===== src/rtl/btb_pkg.sv =====
// Package: shared counter type and helpers for the branch target buffer.
// Assumes: the two-bit counter predicts taken when its upper bit is set.
package btb_pkg;
    typedef logic [1:0] ctr_t;

    localparam ctr_t CTR_WEAK_TAKEN = 2'b10;

    // Saturating step of the direction counter.
    function automatic ctr_t ctr_step(input ctr_t cur, input logic up);
        ctr_t nxt;
        if (up) begin
            nxt = (cur == 2'b11) ? cur : cur + 2'b01;
        end else begin
            nxt = (cur == 2'b00) ? cur : cur - 2'b01;
        end
        return nxt;
    endfunction
endpackage


===== src/rtl/btb_store.sv =====
// Module: slot storage with two read ports and one write port.
// Assumes: only the valid flags need reset; tag, target and counter
// fields are written whenever a slot is made valid.
module btb_store #(
    parameter int PC_W  = 32,
    parameter int IDX_W = 6,
    parameter int TAG_W = PC_W - IDX_W - 2
) (
    input  logic               clk,
    input  logic               rst_n,
    input  logic [IDX_W-1:0]   rd_idx_a,
    output logic               rd_vld_a,
    output logic [TAG_W-1:0]   rd_tag_a,
    output logic [PC_W-1:0]    rd_tgt_a,
    output btb_pkg::ctr_t      rd_ctr_a,
    input  logic [IDX_W-1:0]   rd_idx_b,
    output logic               rd_vld_b,
    output logic [TAG_W-1:0]   rd_tag_b,
    output btb_pkg::ctr_t      rd_ctr_b,
    input  logic               wr_en,
    input  logic [IDX_W-1:0]   wr_idx,
    input  logic [TAG_W-1:0]   wr_tag,
    input  logic [PC_W-1:0]    wr_tgt,
    input  btb_pkg::ctr_t      wr_ctr
);
    localparam int DEPTH = 1 << IDX_W;

    logic [DEPTH-1:0]  vld_q;
    logic [TAG_W-1:0]  tag_q [DEPTH];
    logic [PC_W-1:0]   tgt_q [DEPTH];
    btb_pkg::ctr_t     ctr_q [DEPTH];

    // Valid flags: cleared by reset, set by any write.
    always_ff @(posedge clk) begin
        if (!rst_n) begin
            vld_q <= '0;
        end else if (wr_en) begin
            vld_q[wr_idx] <= 1'b1;
        end
    end

    // Payload fields: written on any write, never reset.
    always_ff @(posedge clk) begin
        if (wr_en) begin
            tag_q[wr_idx] <= wr_tag;
            tgt_q[wr_idx] <= wr_tgt;
            ctr_q[wr_idx] <= wr_ctr;
        end
    end

    // Asynchronous reads for the fetch port (a) and the resolve port (b).
    always_comb begin
        rd_vld_a = vld_q[rd_idx_a];
        rd_tag_a = tag_q[rd_idx_a];
        rd_tgt_a = tgt_q[rd_idx_a];
        rd_ctr_a = ctr_q[rd_idx_a];
        rd_vld_b = vld_q[rd_idx_b];
        rd_tag_b = tag_q[rd_idx_b];
        rd_ctr_b = ctr_q[rd_idx_b];
    end
endmodule


===== src/rtl/btb_match.sv =====
// Module: tag comparator for one read port.
// Assumes: the stored tag is meaningful only when the valid flag is set.
module btb_match #(
    parameter int TAG_W = 24
) (
    input  logic             slot_vld,
    input  logic [TAG_W-1:0] slot_tag,
    input  logic [TAG_W-1:0] probe_tag,
    output logic             hit
);
    // A hit needs a live slot holding the same tag.
    always_comb hit = slot_vld && (slot_tag == probe_tag);
endmodule


===== src/rtl/btb_update.sv =====
// Module: decides whether a resolve writes its slot and with which counter.
// Assumes: a not-taken branch that misses is never installed.
module btb_update (
    input  logic          rs_valid,
    input  logic          rs_taken,
    input  logic          rs_hit,
    input  btb_pkg::ctr_t cur_ctr,
    output logic          wr_en,
    output btb_pkg::ctr_t wr_ctr
);
    // Train on a hit, allocate weakly taken on a taken miss.
    always_comb begin
        wr_en  = rs_valid && (rs_hit || rs_taken);
        wr_ctr = rs_hit ? btb_pkg::ctr_step(cur_ctr, rs_taken)
                        : btb_pkg::CTR_WEAK_TAKEN;
    end
endmodule


===== src/rtl/btb_top.sv =====
// Module: direct-mapped branch target buffer, lookup and resolve paths.
// Assumes: instruction addresses are word aligned in use; bits [1:0]
// are ignored for indexing and tagging.
module btb_top #(
    parameter int PC_W  = 32,
    parameter int IDX_W = 6
) (
    input  logic            clk,
    input  logic            rst_n,
    input  logic [PC_W-1:0] fe_pc,
    output logic            fe_hit,
    output logic            fe_taken,
    output logic [PC_W-1:0] fe_next_pc,
    input  logic            rs_valid,
    input  logic [PC_W-1:0] rs_pc,
    input  logic            rs_taken,
    input  logic [PC_W-1:0] rs_target
);
    localparam int TAG_W = PC_W - IDX_W - 2;

    logic [IDX_W-1:0] fe_idx, rs_idx;
    logic [TAG_W-1:0] fe_tag, rs_tag;
    logic             a_vld, b_vld, rs_hit, wr_en;
    logic [TAG_W-1:0] a_tag, b_tag;
    logic [PC_W-1:0]  a_tgt;
    btb_pkg::ctr_t    a_ctr, b_ctr, wr_ctr;

    // Split both addresses into slot index and tag.
    always_comb begin
        fe_idx = fe_pc[IDX_W+1:2];
        fe_tag = fe_pc[PC_W-1:IDX_W+2];
        rs_idx = rs_pc[IDX_W+1:2];
        rs_tag = rs_pc[PC_W-1:IDX_W+2];
    end

    btb_store #(.PC_W(PC_W), .IDX_W(IDX_W), .TAG_W(TAG_W)) u_store (
        .clk(clk), .rst_n(rst_n),
        .rd_idx_a(fe_idx), .rd_vld_a(a_vld), .rd_tag_a(a_tag),
        .rd_tgt_a(a_tgt), .rd_ctr_a(a_ctr),
        .rd_idx_b(rs_idx), .rd_vld_b(b_vld), .rd_tag_b(b_tag),
        .rd_ctr_b(b_ctr),
        .wr_en(wr_en), .wr_idx(rs_idx), .wr_tag(rs_tag),
        .wr_tgt(rs_target), .wr_ctr(wr_ctr)
    );

    btb_match #(.TAG_W(TAG_W)) u_fe_match (
        .slot_vld(a_vld), .slot_tag(a_tag), .probe_tag(fe_tag), .hit(fe_hit)
    );

    btb_match #(.TAG_W(TAG_W)) u_rs_match (
        .slot_vld(b_vld), .slot_tag(b_tag), .probe_tag(rs_tag), .hit(rs_hit)
    );

    btb_update u_update (
        .rs_valid(rs_valid), .rs_taken(rs_taken), .rs_hit(rs_hit),
        .cur_ctr(b_ctr), .wr_en(wr_en), .wr_ctr(wr_ctr)
    );

    // Choose redirect or sequential next fetch address.
    always_comb begin
        fe_taken   = fe_hit && a_ctr[1];
        fe_next_pc = fe_taken ? a_tgt : fe_pc + PC_W'(4);
    end
endmodule


===== config.mk =====
export PLATFORM = sky130hd
export DESIGN_NAME = btb_top
export DESIGN_NICKNAME = d
export VERILOG_FILES = /design/src/rtl/btb_pkg.sv /design/src/rtl/btb_store.sv /design/src/rtl/btb_match.sv /design/src/rtl/btb_update.sv /design/src/rtl/btb_top.sv
export SDC_FILE = /design/constraint.sdc
export NUM_CORES = 2
export LEC_CHECK = 0
export BUFFER_PORTS_ARGS = -buffer_cell sky130_fd_sc_hd__buf_2
export CAP_MARGIN = 20
export CORE_ASPECT_RATIO = 0.7
export CORE_MARGIN = 3
export CORE_UTILIZATION = 36
export DETAILED_ROUTE_END_ITERATION = 7
export PLACE_DENSITY = 0.5
export SKIP_LAST_GASP = 1
export SYNTH_ARGS = -nofsm -noshare
export SYNTH_HDL_FRONTEND = slang
export SYNTH_SLANG_ARGS = --single-unit

===== constraint.sdc =====
create_clock -name clk -period 24.4 [get_ports clk]
set_input_delay 1.22 -clock clk [delete_from_list [all_inputs] [get_ports clk]]
set_output_delay 1.22 -clock clk [all_outputs]
set_load 0.005 [all_outputs]

---- After elaboration in Yosys (flattened, before gate mapping) ----
Memories as Yosys holds them, arrays and structs flattened.
Index checks and enable logic that the tools add are counted.
storage, ports and cells
  flip-flop bits (word level) ............. 64
  RAM bits ................................ 3712
  bits of input ports ..................... 100
  output and inout bits ................... 34
  logic and storage cells ................. 34
  memories ................................ 3
memory list
  memory         depth  width  rd ports  clocked after Yosys merged registers in  write ports  RTL line         RTL
  u_store.tgt_q  64     32     1         0                                        1            btb_store.sv:30  logic [PC_W-1:0] tgt_q [DEPTH];
  u_store.tag_q  64     24     2         0                                        1            btb_store.sv:29  logic [TAG_W-1:0] tag_q [DEPTH];
  u_store.ctr_q  64     2      2         0                                        1            btb_store.sv:31  btb_pkg::ctr_t ctr_q [DEPTH];
operators by class
  add/subtract/negate cells ............... 3
  order comparisons ....................... 3
  eq/ne operators ......................... 3
  mux-type cells .......................... 13
  bitwise gates (word level) .............. 1
  reductions and logical operators ........ 7
operators with widths
  cell                                                                           count
  64-bit bitwise OR                                                              1
  24-bit == test                                                                 2
  32-bit by 3-bit adder with 32-bit output (second input constant)               1
  32-bit 2-to-1 mux                                                              1
  6-bit by 7-bit less-than comparator with 1-bit output (second input constant)  2
  1-bit binary-select mux with 6-bit select                                      2
  2-bit 2-to-1 mux                                                               4
  1-bit demux with 6-bit select                                                  1
  6-bit by 1-bit >= comparator with 1-bit output (second input constant)         1
  1-bit logical AND                                                              5
  1-bit 2-to-1 mux                                                               5
  2-bit by 1-bit adder with 2-bit output (second input constant)                 1
  2-bit == test (second input constant)                                          1
  2-bit zero test                                                                1
  2-bit by 1-bit subtractor with 2-bit output (second input constant)            1
  1-bit logical OR                                                               1

---- Logic depth before layout (Yosys ltp) ----
  depth in word-level cells ............... 7
  mapped depth ............................ 17

---- By module ----
A second synthesis with hierarchy kept.
second synthesis, totals
  cells, all modules ...................... 7570
  area total of the unflattened synthesis .. 158604.6 um2
by module, submodules not included
  module      times used  cells an instance  area each (um2)  sequential area each (um2)
  btb_store   1           7330               157036.9         112748.1
  btb_top     1           167                992.2            0.0
  btb_match   2           33                 269.0            0.0
  btb_update  1           7                  37.5             0.0

---- Least setup slack after synthesis ----
OpenSTA, ideal clock, no wires.
  path kind ............................... in2reg
  start ................................... input port rs_pc[2]
  end ..................................... memory u_store.ctr_q[25][0] (netlist bit), enable pin
  library setup time ...................... 0.545 ns
  data arrival time ....................... 7.961 ns
  data required time ...................... 23.855 ns
  slack ................................... 15.893 ns
  cell stages on the path ................. 15
  path buffers ............................ 5
  path through ............................ buf_6 -> buf_2 -> buf_4 -> mux4_2 -> a22oi_1 -> o22ai_1 -> nor4b_1 -> nand4_1 -> xor2_1 -> nor4_1 -> and4_1 -> o21ai_2 -> buf_6 -> buf_4 -> nor3_1
between the ends
  word-level cells in the longest chain between the ends .. 7
  elaborated cells between the ends (all ways) .. 9
RTL lines
  what                                                                             RTL line                          RTL
  start, declared                                                                  btb_top.sv:15                     input logic [PC_W-1:0] rs_pc,
  memory 64 x 24 bit or 1-bit binary-select mux with 6-bit select (tied branches)  -
  24-bit == test or 1-bit 2-to-1 mux (tied branches)                               btb_match.sv:12, btb_store.sv:57
  1-bit logical AND                                                                btb_match.sv:12                   always_comb hit = slot_vld && (slot_tag == probe_tag);
  1-bit logical OR                                                                 btb_update.sv:13                  wr_en = rs_valid && (rs_hit || rs_taken);
  1-bit logical AND                                                                btb_update.sv:13
  1-bit 2-to-1 mux                                                                 btb_store.sv:44                   if (wr_en) begin
  1-bit 2-to-1 mux (not written as such)                                           btb_store.sv:47                   ctr_q[wr_idx] <= wr_ctr;
  end, declared                                                                    btb_store.sv:31
Several ways; a longest one is shown, not always the timed one. The select of a mux whose other input is x is not followed.

---- Worst setup path in the final report ----
  start ................................... input port rs_pc[2]
  end ..................................... memory u_store.tag_q[27][10], enable pin
between the ends
  word-level cells in the longest chain between the ends .. 7
  elaborated cells between the ends (all ways) .. 9
RTL lines
  what                                                                             RTL line                          RTL
  memory 64 x 24 bit or 1-bit binary-select mux with 6-bit select (tied branches)  -
  24-bit == test or 1-bit 2-to-1 mux (tied branches)                               btb_match.sv:12, btb_store.sv:57
  1-bit logical AND                                                                btb_match.sv:12
  1-bit logical OR                                                                 btb_update.sv:13
  1-bit logical AND                                                                btb_update.sv:13
  1-bit 2-to-1 mux                                                                 btb_store.sv:44
  1-bit 2-to-1 mux (not written as such)                                           btb_store.sv:45                   tag_q[wr_idx] <= wr_tag;
  end, declared                                                                    btb_store.sv:29
Several ways; a longest one is shown, not always the timed one. The select of a mux whose other input is x is not followed.

==> run summary <==
Clock Power Share - 41.4%
Status - complete, no violations
EDFF count, synth - 3,712
CP required - 24.96 ns
Yosys Warn Count - 0
Unrepaired setup endpoints after global routing - false
H-Tree Depth - 5
Asr flop ratio synth - 0%
CP Data Arrival Time - 11.64 ns
Mapped Area - 0.159 mm²
Largest net degree at the start of global routing - 129
1st-pass router iterations - 6
Synth area leaders - edfxtp_1 (70%), mux4_2 (19%), mux2i_1 (1.6%)
Number of post-CTS setup repair buffers - 0
CTS Buf Count - 368
Die height - 563 µm
Switching share of power - 22.8%
Crit Path Class - in2reg
Port buffer count - 131
Final worst slack - 13.32 ns
Die W - 801 µm
Setup violations, final - 0
Max-cap check violation count - 0
Tmin final - 11.08 ns
Worst IR Drop VDD - 0.0635 mV
Die ar. - 0.451 mm²
First-pass GRT wire length - 805,000 µm
Area delta synth->final - 13.1%
Routed Antenna Nets - 0
Initial core utilization - 36.3%
DR vias/cell - 6.44
GRT overflow - 0
Final nets - 7,968
Switching power - 3.15 mW
Tot Pwr - 13.8 mW
Cells after Synth - 7,559
Main combinational cell family by area after synthesis - multiplexers
CTS tree - built
Measured slew at the worst slew-check pin - 1.22 ns
WL/cell - 43.1 µm
Commonest non-fill, non-tap cell in the layout - edfxtp_1
Hold Buf Count CTS - 0
# fillers - 38.5k
Syn_nets - 7,660
Post-DP HPWL - 332,000 µm
Post-synthesis compound-gate area fraction - 3.42%
Fin util - 41.1%
Detailed Route WL - 607,000 µm
Residual DRC - 0
Peak Freq - 90.2 MHz
#FFs+latches synth - 3,776
Vias post-DR - 90.6k
Initial DRC Count - 16.2k
Synth Area in Simple Gates - 2.29%
Most frequent cells in the layout - edfxtp_1 (3,712), mux4_2 (1,344), clkbuf_16 (376), buf_4 (307), mux2i_1 (257)
Initial antenna violation count - 71
Maximum buffer depth of the clock tree - 4
Vias in the first global route - 87.3k
Root Driver - clkbuf_16
Placer congestion estimate - 0.876
Final Hold Vio Count - 0
Register area share after synthesis - 70.7%
Min-Delay Path Class - reg2reg
Hold_ws - 0.473 ns
Core area - 0.439 mm²
Slew Viols, Final - 0
Final period utilization - 45.4%
Crit-path max FO - 85
Setup tns final - 0 ns
XOR/XNOR Fraction of Synth Area - 0.423%
Cell row count - 203
Synth Area in Adders - 0.0141%
GRT Util Overall - 26.3%
IO Pins - 134
Gate power share - 6.8%
Part of the power in registers - 51.7%
Clk pin slew, worst setup/hold paths - 0.06 ns
Distinct cells, synth - 85
Layout Skew - 0.0558 ns
Synth Flop Type - edfxtp_1
Pint - 10.7 mW
Cell area power density - 76.6 mW/mm²
Ratio of cells with drive above 1 in the final layout - 31.5%
Synth area leader - edfxtp_1
CP endpoint kind - flip-flop
Worst Setup Start Kind - input port
Multiplexer share of the synthesized area - 21.2%
Mapped Avg Cell Area - 21.1 µm²
PostCTS Resize Cnt - 0
Pleak - 55.6 nW
CTS Sinks - 3,776
Placement Setup Slack - 12.54 ns
Synth top area share - 69.9%
Relative slew slack - 18.7%
Latest clock arrival within the worst-skew pair - 0.96 ns
==> synthesized netlist by cell type, types with 27 or more instances <==
cell type,n
buf_2,202
nand3b_1,27
nand4_1,56
xnor2_1,41
a21oi_1,88
a22oi_1,242
o22ai_1,39
mux2_4,28
o221ai_1,28
mux4_2,1344
buf_6,49
o21ai_0,108
xor2_1,36
nand2_1,192
clkbuf_1,198
edfxtp_1,3712
dfxtp_1,64
mux2i_1,257
buf_4,66
mux2_2,47
nor3_1,64
a221oi_1,102
nor2_1,93
buf_1,31
nand3_1,120
==> power by group through the flow <==
| stage | Combinational [mW] | Sequential [mW] | Clock [mW] |
|---|---|---|---|
| 2_1_floorplan | 0.514 | 7.29 | 0 |
| 3_3_place_gp | 0.907 | 7.29 | 0 |
| 3_5_place_dp | 0.917 | 7.29 | 0 |
| 4_1_cts | 0.920 | 7.15 | 5.81 |
| 5_1_grt | 0.972 | 7.14 | 6.08 |
| 6_report | 0.940 | 7.15 | 5.72 |
==> final cells by class <==
type                            instances  area (µm²)  share of cell area [%]
Antenna cell                           68         170                  0.0944
Clock buffer                          437        9640                    5.34
Clock inverter                        225        2040                    1.13
Inverter                               17        78.8                  0.0437
Multi-Input combinational cell       3215       44200                    24.5
Sequential cell                      3776      113000                    62.5
Tap cell                             5842        7310                    4.05
Timing Repair Buffer                  489        4110                    2.28
==> worst max-delay path, cell delays in order <==
cell and delay (ns):
buf_8 0.47, buf_4 0.66, buf_4 0.68, buf_12 0.58, buf_4 0.74, mux4_2 0.59
a22oi_1 0.36, nand4_1 0.19, nor2_1 0.17, xor2_1 0.37, nand4_1 0.56, nor4_1 0.44
and4_1 0.71, o21ai_4 0.06, buf_4 0.40, buf_4 0.43, nor3_2 0.75, buf_4 0.78
buf_4 0.85
==> stage by stage <==
step / instances / cell area [µm²]
final: 14100 / 180000
after global routing: 14000 / 180000
after CTS: 14000 / 180000
after detailed placement: 13300 / 168000
after global placement: 13300 / 168000
after floorplan: 7559 / 159000
==> cell families (layout without fill, tap and decap cells) <==
group	Yosys count	after routing
fa+ha+maj	2	2
mux	1677	1677
buf+inv	568	1168
other cells	0	68
flops	3776	3776
compound gates	758	758
xor+xnor	77	77
simple gates	701	701
==> registers in the layout (all words and copies together), names as in the netlist <==
name           cells
u_store.tgt_q   2048
u_store.tag_q   1536
u_store.ctr_q    128
u_store.vld_q     64
==> layer usage <==
metal / up-vias / GRT usage, % / part of all wire [%]
met5: - / 0 / 0.021
met3: 1096 / 7.31 / 12
li1: 33400 / - / -
met2: 6495 / 37.7 / 43
met4: 20 / 9.37 / 4.1
met1: 49600 / 38.3 / 41
==> path summary, 6_finish.rpt <==
| path | start | to | slack (ns) | cells past startpoint |
|---|---|---|---|---|
| min | u_store.vld_q[37] | u_store.vld_q[37] | 0.47 | 2 |
| min reg2reg | u_store.vld_q[37] | u_store.vld_q[37] | 0.47 | 2 |
| max | rs_pc[2] | u_store.tag_q[27][10] | 13.32 | 19 |
| max reg2reg | u_store.tag_q[23][6] | u_store.tag_q[27][10] | 16.66 | 14 |
(Power assumes the default switching activity.)
